--- src/rtl/ttx_pkg.sv ---
package ttx_pkg;
   localparam int TTX_DEPTH   = 16;
   localparam int TTX_WIDTH   = 8;
   localparam logic [7:0] TTX_MARK_RST = 8'h80;
endpackage

--- src/rtl/ttx_regfile.sv ---
module ttx_regfile #(
   parameter int           DEPTH   = 16,
   parameter int           WIDTH   = 8,
   parameter logic [WIDTH-1:0] FIRST_RST = '0,
   localparam int          AW      = $clog2(DEPTH)
) (
   input  logic             clk,
   input  logic             rst_n,
   input  logic             wr_en,
   input  logic [AW-1:0]    wr_idx,
   input  logic [WIDTH-1:0] wr_val,
   input  logic [AW-1:0]    hrd_idx,
   output logic [WIDTH-1:0] hrd_val,
   input  logic [AW-1:0]    seq_idx,
   output logic [WIDTH-1:0] seq_val
);
   logic [WIDTH-1:0] slot [DEPTH];

   for (genvar gi = 0; gi < DEPTH; gi++) begin : g_slot
      localparam logic [WIDTH-1:0] RST_VAL = (gi == 0) ? FIRST_RST : '0;
      always_ff @(posedge clk or negedge rst_n) begin
         if (!rst_n)
            slot[gi] <= RST_VAL;
         else if (wr_en && (wr_idx == AW'(gi)))
            slot[gi] <= wr_val;
      end
   end

   assign hrd_val = slot[hrd_idx];
   assign seq_val = slot[seq_idx];
endmodule

--- src/rtl/ttx_seq.sv ---
module ttx_seq #(
   parameter int  DEPTH = 16,
   localparam int AW    = $clog2(DEPTH)
) (
   input  logic          clk,
   input  logic          rst_n,
   input  logic          step,
   output logic [AW-1:0] pos,
   output logic          at_head
);
   localparam logic [AW-1:0] LAST = AW'(DEPTH - 1);

   always_ff @(posedge clk or negedge rst_n) begin
      if (!rst_n)
         pos <= '0;
      else if (step)
         pos <= (pos == LAST) ? '0 : pos + AW'(1);
   end

   assign at_head = (pos == '0);
endmodule

--- src/rtl/ttx_out.sv ---
module ttx_out #(
   parameter int WIDTH = 8
) (
   input  logic             clk,
   input  logic             rst_n,
   input  logic             load,
   input  logic [WIDTH-1:0] din,
   input  logic             head,
   output logic [WIDTH-1:0] dout,
   output logic             head_pulse
);
   always_ff @(posedge clk or negedge rst_n) begin
      if (!rst_n) begin
         dout       <= '0;
         head_pulse <= 1'b0;
      end else begin
         head_pulse <= load && head;
         if (load)
            dout <= din;
      end
   end
endmodule

--- src/rtl/trail_trace_tx.sv ---
module trail_trace_tx
   import ttx_pkg::*;
#(
   parameter int               DEPTH     = TTX_DEPTH,
   parameter int               WIDTH     = TTX_WIDTH,
   parameter logic [WIDTH-1:0] FIRST_RST = WIDTH'(TTX_MARK_RST),
   localparam int              AW        = $clog2(DEPTH)
) (
   input  logic             clk,
   input  logic             rst_n,
   input  logic             host_we,
   input  logic [AW-1:0]    host_addr,
   input  logic [WIDTH-1:0] host_wdata,
   output logic [WIDTH-1:0] host_rdata,
   input  logic             frame_start,
   output logic [WIDTH-1:0] tr_byte,
   output logic             sf_first
);
   if (DEPTH < 2) begin : g_bad_depth
      $error("trail_trace_tx: DEPTH must be at least 2");
   end
   if ((1 << AW) != DEPTH) begin : g_bad_pow2
      $error("trail_trace_tx: DEPTH must be a power of two");
   end
   if (WIDTH < 2) begin : g_bad_width
      $error("trail_trace_tx: WIDTH must be at least 2");
   end

   logic [AW-1:0]    pos;
   logic             at_head;
   logic [WIDTH-1:0] sel_val;

   ttx_regfile #(.DEPTH(DEPTH), .WIDTH(WIDTH), .FIRST_RST(FIRST_RST)) u_regs (
      .clk     (clk),
      .rst_n   (rst_n),
      .wr_en   (host_we),
      .wr_idx  (host_addr),
      .wr_val  (host_wdata),
      .hrd_idx (host_addr),
      .hrd_val (host_rdata),
      .seq_idx (pos),
      .seq_val (sel_val)
   );

   ttx_seq #(.DEPTH(DEPTH)) u_seq (
      .clk     (clk),
      .rst_n   (rst_n),
      .step    (frame_start),
      .pos     (pos),
      .at_head (at_head)
   );

   ttx_out #(.WIDTH(WIDTH)) u_out (
      .clk        (clk),
      .rst_n      (rst_n),
      .load       (frame_start),
      .din        (sel_val),
      .head       (at_head),
      .dout       (tr_byte),
      .head_pulse (sf_first)
   );
endmodule

--- config.mk ---
export PLATFORM = sky130hd
export DESIGN_NAME = trail_trace_tx
export DESIGN_NICKNAME = d
export VERILOG_FILES = /design/src/rtl/ttx_pkg.sv /design/src/rtl/ttx_regfile.sv /design/src/rtl/ttx_seq.sv /design/src/rtl/ttx_out.sv /design/src/rtl/trail_trace_tx.sv
export SDC_FILE = /design/constraint.sdc
export NUM_CORES = 1
export LEC_CHECK = 0
export BUFFER_PORTS_ARGS = -buffer_cell sky130_fd_sc_hd__buf_4
export CAP_MARGIN = 10
export CORE_MARGIN = 3
export CORE_UTILIZATION = 45
export DETAILED_ROUTE_END_ITERATION = 16
export PLACE_DENSITY_LB_ADDON = 0.08
export SKIP_CTS_REPAIR_TIMING = 1
export SYNTH_ARGS = -nofsm -noshare
export SYNTH_HDL_FRONTEND = slang
export SYNTH_HIERARCHICAL = 1
export SYNTH_SLANG_ARGS = --single-unit
--- constraint.sdc ---
create_clock -name clk -period 2.6 [get_ports clk]
set_clock_uncertainty 0.05 [all_clocks]
set_input_delay 0.52 -clock clk [delete_from_list [all_inputs] [get_ports clk]]
set_output_delay 0.52 -clock clk [all_outputs]
set_load 0.05 [all_outputs]
* After elaboration in Yosys (flattened, before gate mapping)
Cells that the tools add are included.
** Storage, ports and cells
- Bits of input ports :: 16
- Output and inout bits :: 17
- Register bits :: 141
- Word-level logic and storage cells :: 66
** Cells by class
- Reduce and logical (&&, ||, !) cells :: 19
- Equality and inequality tests :: 16
- Multiplexer cells :: 7
- Bitwise operators :: 2
- Add/sub/neg operators :: 1
- Magnitude comparators :: 2
** Operators with widths (number)
- $bmux W8 S4 :: 2
- $eq A4 B4 Y1 const B :: 9
- $mux W8 :: 4
- $logic_and A1 B1 Y1 :: 17
- $eq A4 B3 Y1 const B :: 4
- $ge A5 B5 Y1 const B :: 2
- $not A4 Y5 :: 2
- $eq A4 B2 Y1 const B :: 2
- $logic_not A4 Y1 :: 2
- $add A4 B1 Y4 const B :: 1
- $eq A4 B1 Y1 const B :: 1
- $mux W4 :: 1

* Logic depth before layout (Yosys ltp)
- Depth after elaboration :: 4
- Depth in mapped cells :: 6
- Depth with buffers taken out :: 4

* Hierarchy
Netlist, hierarchy kept.
** Modules (own cells, without submodules)
- ttx_regfile :: seq. area each 3204.3 sq um, instances 1, area each 6811.5 sq um, cells an instance 434
- ttx_out :: seq. area each 225.2 sq um, instances 1, area each 364.1 sq um, cells an instance 19
- ttx_seq :: seq. area each 100.1 sq um, instances 1, area each 206.4 sq um, cells an instance 20

* Least setup slack after synthesis
OpenSTA, ideal clock, no wires.
- Path kind :: in2out
- From :: in host_addr[0]
- To :: out host_rdata[6]
- Path buffers :: 2
- Setup slack :: 0.173 ns
- Required time :: 2.030 ns
- Stages on the path :: 5
- Arrival time :: 1.857 ns
- Cells stage by stage :: buf_2 -> buf_4 -> mux4_2 -> a22oi_1 -> nand2_1
** On the way
- Cells in the longest elaborated chain, start to end :: 4
** Ends and longest elaborated chain
- start, declared :: RTL line trail_trace_tx.sv:12 : input logic [AW-1:0] host_addr,
- $not A4 Y5 (implied by the code) :: RTL line ttx_regfile.sv:29 : assign hrd_val = slot[hrd_idx];
- $bmux W8 S4 :: RTL line ttx_regfile.sv:29
- $mux W8 (implied by the code) (2 in a row) :: RTL line ttx_regfile.sv:29
- end, declared :: RTL line trail_trace_tx.sv:14 : output logic [WIDTH-1:0] host_rdata,
No other way between the ends. The select of a mux whose other input is x is not followed.

* Worst setup path in the final report
- From :: in host_addr[0]
- To :: out host_rdata[3]
The elaborated chain is that of the path after synthesis.

==> out/metrics.cfg <==
[outcome]
status=finished with violations
violations=negative hold slack

[pwr]
total_power_mw=8.33
max-vdd-ir-drop_v=0.000494
power.density_nw_per_um2=948
p_leak_nw=3.77

[logic_synthesis]
synthArstFlopShare_pct=100
synth_nets=491
synth_top_area_share_pct=47.5
synth_common_cells=dfrtp_1 (140), mux2_2 (120), mux4_2 (64), a22oi_1 (32), nand2_1 (21)
synth_edf_count=0
synth_ff_type=dfrtp_1
yosysUniqueCellTypes=33
yosys_warnings=6
syn-mean-instance-area_um2=15.6
yosysMostFrequentCell=dfrtp_1
ys_ff_latch=141
yosysTopAreaCell=dfrtp_1
synth-seq-area-share_pct=47.8
synth_area_leaders=dfrtp_1 (47%), mux4_2 (20%), mux2_2 (18%)
synthCells=473
synth_area_um2=7380

[timing]
hold_violations=4
post-route-period-util_pct=97.2
maxSlewHeadroom_pct=58.8
hold_slack_ns=-0.00264
drv_slew=0
setup_viol=0
rsz0062_at_grt=false
tightest_slew_ns=0.617
fin_crit_ns=2.53
fmax_mhz=396

[global_route]
grt_use_total_pct=21.8
grt_pass1_wl_mm=28.7
grt-ovfl-total=0
antenna_found_initial=0
grt_max_degree=51
grt_pass1_vias=4748

[detailed_routing]
drtAntennaViolNets=0
vias=4461
routedWlPerCell_um=23.9
dr.first_iter.drc_count=243
drc=0
dr.pass1.iters=5
avgViaCountPerCell=5.81
wl_mm=18.4

[critical_path]
crit_type=input pin to output pin
crit_path_max_incr_delay_ns=0.54
r2r_start=u_seq/pos[0]$_DFFE_PN0P_
startpoint_type=input pin
slowest_stage=mux4_2
critical-path-top-delay-family=buffers and inverters
cpMostUsedCell=buf_4
crit_arrival_ns=1.96
crit_path_cell_trace=buf_4, buf_12, mux4_2, a22oi_1, buf_4, nand2_1, buf_4
critPathMaxFanout=7
startpoint=host_addr[0]
endpoint_kind=output pin
critical_path_required_ns=2.03
cp_num_buf_inv=4

[clock_tree]
cts_max_level=4
clkTransAtPathRegs_ns=0.05
worst_skew_pair.late_latency_ns=0.42
clockBufferDepth=2
clock-root-buffer=clkbuf_16
cts_made_buffers=17
clock_sinks=141
cts_tree=built

[die]
fp.dieW_um=134
row_count=46
die_y_um=134
core-area_um2=15900
io_pins=33
start_util_pct=46.3
die_area_um2=18000

[layout]
antenna_cells=0
fillers=1324
num-nets-final=561
drive_gt1_share_pct=60.3
area_growth_pct=19.0

[placement]
gp_congestion=0.804
portBuffers=32
hpwl_mm=12.7

[worst_hold_path]
hold_path_class=input pin to async pin

[run]
cap_violations=0

area by class of cell:
type                            instances  area (µm²)  share of cell area, %
Clock buffer                           20         457                   5.20
Clock inverter                          8        95.1                   1.08
Inverter                                2        7.51                 0.0855
Multi-Input combinational cell        295        3660                   41.7
Sequential cell                       141        3530                   40.2
Tap cell                              216         270                   3.08
Timing Repair Buffer                   86         762                   8.67
through the flow:
stage	util [%]	instance area (µm²)	instances	setup TNS (ns)	setup slack (ns)
after floorplan	-	7380	473	0	0.173
after detailed placement	51.4	8200	738	-0.0887	-0.0626
after CTS	54.9	8750	766	-0.0948	-0.0634
after global placement	51.4	8200	738	-0.0491	-0.0491
final	55.1	8780	768	0	0.0723
after global routing	55.1	8780	768	0	0.00576
registers in the layout, summed over array words and instances (netlist names):
signal	count
u_out/head_pulse	1
u_seq/pos	4
u_out/dout	8
u_regs/slot	128
worst register-to-register path, cell delays in order (launching register included):
cell     delay (ns)
dfrtp_2        0.37
buf_12         0.24
buf_4          0.24
mux4_2         0.50
a22oi_1        0.24
nand2_1        0.09
mux2_4         0.26
logic make-up (layout without fill, tap and decap cells):
logic type | Yosys count | in the layout | synth area share (%)
muxes | 200 | 200 | 41.1
buffers and inverters | 37 | 116 | 2.71
AOI/OAI and AO/OA | 37 | 37 | 3.75
xor gates and xnor gates | 1 | 1 | 0.119
and+or+nand+nor | 55 | 55 | 4.19
adders and majority gates | 2 | 2 | 0.339
DFF | 141 | 141 | 47.8
cell usage in the layout, fill, tap and decap left out, types with 2 or more instances in the layout:
cell type and instances:
nand3_1 2, dfrtp_1 139, clkinvlp_4 2, mux4_2 64, clkbuf_16 17, a22oi_1 31
or3_1 2, mux2_4 16, nand2_1 21, nor2_1 3, o21ai_0 2, clkinv_2 4
nor2_2 9, nor2b_2 2, nor2b_1 3, nand2b_1 5, ha_1 2, clkbuf_8 2
mux2_2 120, buf_12 9, bufinv_16 2, and2_1 2, buf_4 76
power by group:
part	total, mW	switching, mW	internal [mW]
Clock	2.31	0.878	1.43
Combinational	2.86	1.35	1.51
Sequential	3.16	0.399	2.76
Total	8.33	2.63	5.70
final timing paths:
kind	endpoint	slack, ns	cells past startpoint
max in group asynchronous	u_regs/slot[118]$_DFFE_PN0P_	1.78	2
setup / recovery	host_rdata[3]	0.07	7
setup reg to reg	u_out/dout[1]$_DFFE_PN0P_	0.51	6
hold reg to reg	u_out/dout[4]$_DFFE_PN0P_	0.46	1
min in group clk	u_regs/slot[6]$_DFFE_PN0P_	0.42	2
hold / removal	u_regs/slot[73]$_DFFE_PN0P_	-0.003	1
routing by layer:
metal	GRT usage (%)	wire (µm)	vias up
met5	0	0	-
met4	4.64	97	0
met3	5.03	977	6
met2	37.1	9540	120
met1	28.9	7750	2365
li1	-	-	1970
Note: power is estimated with default switching activity, not from simulation.
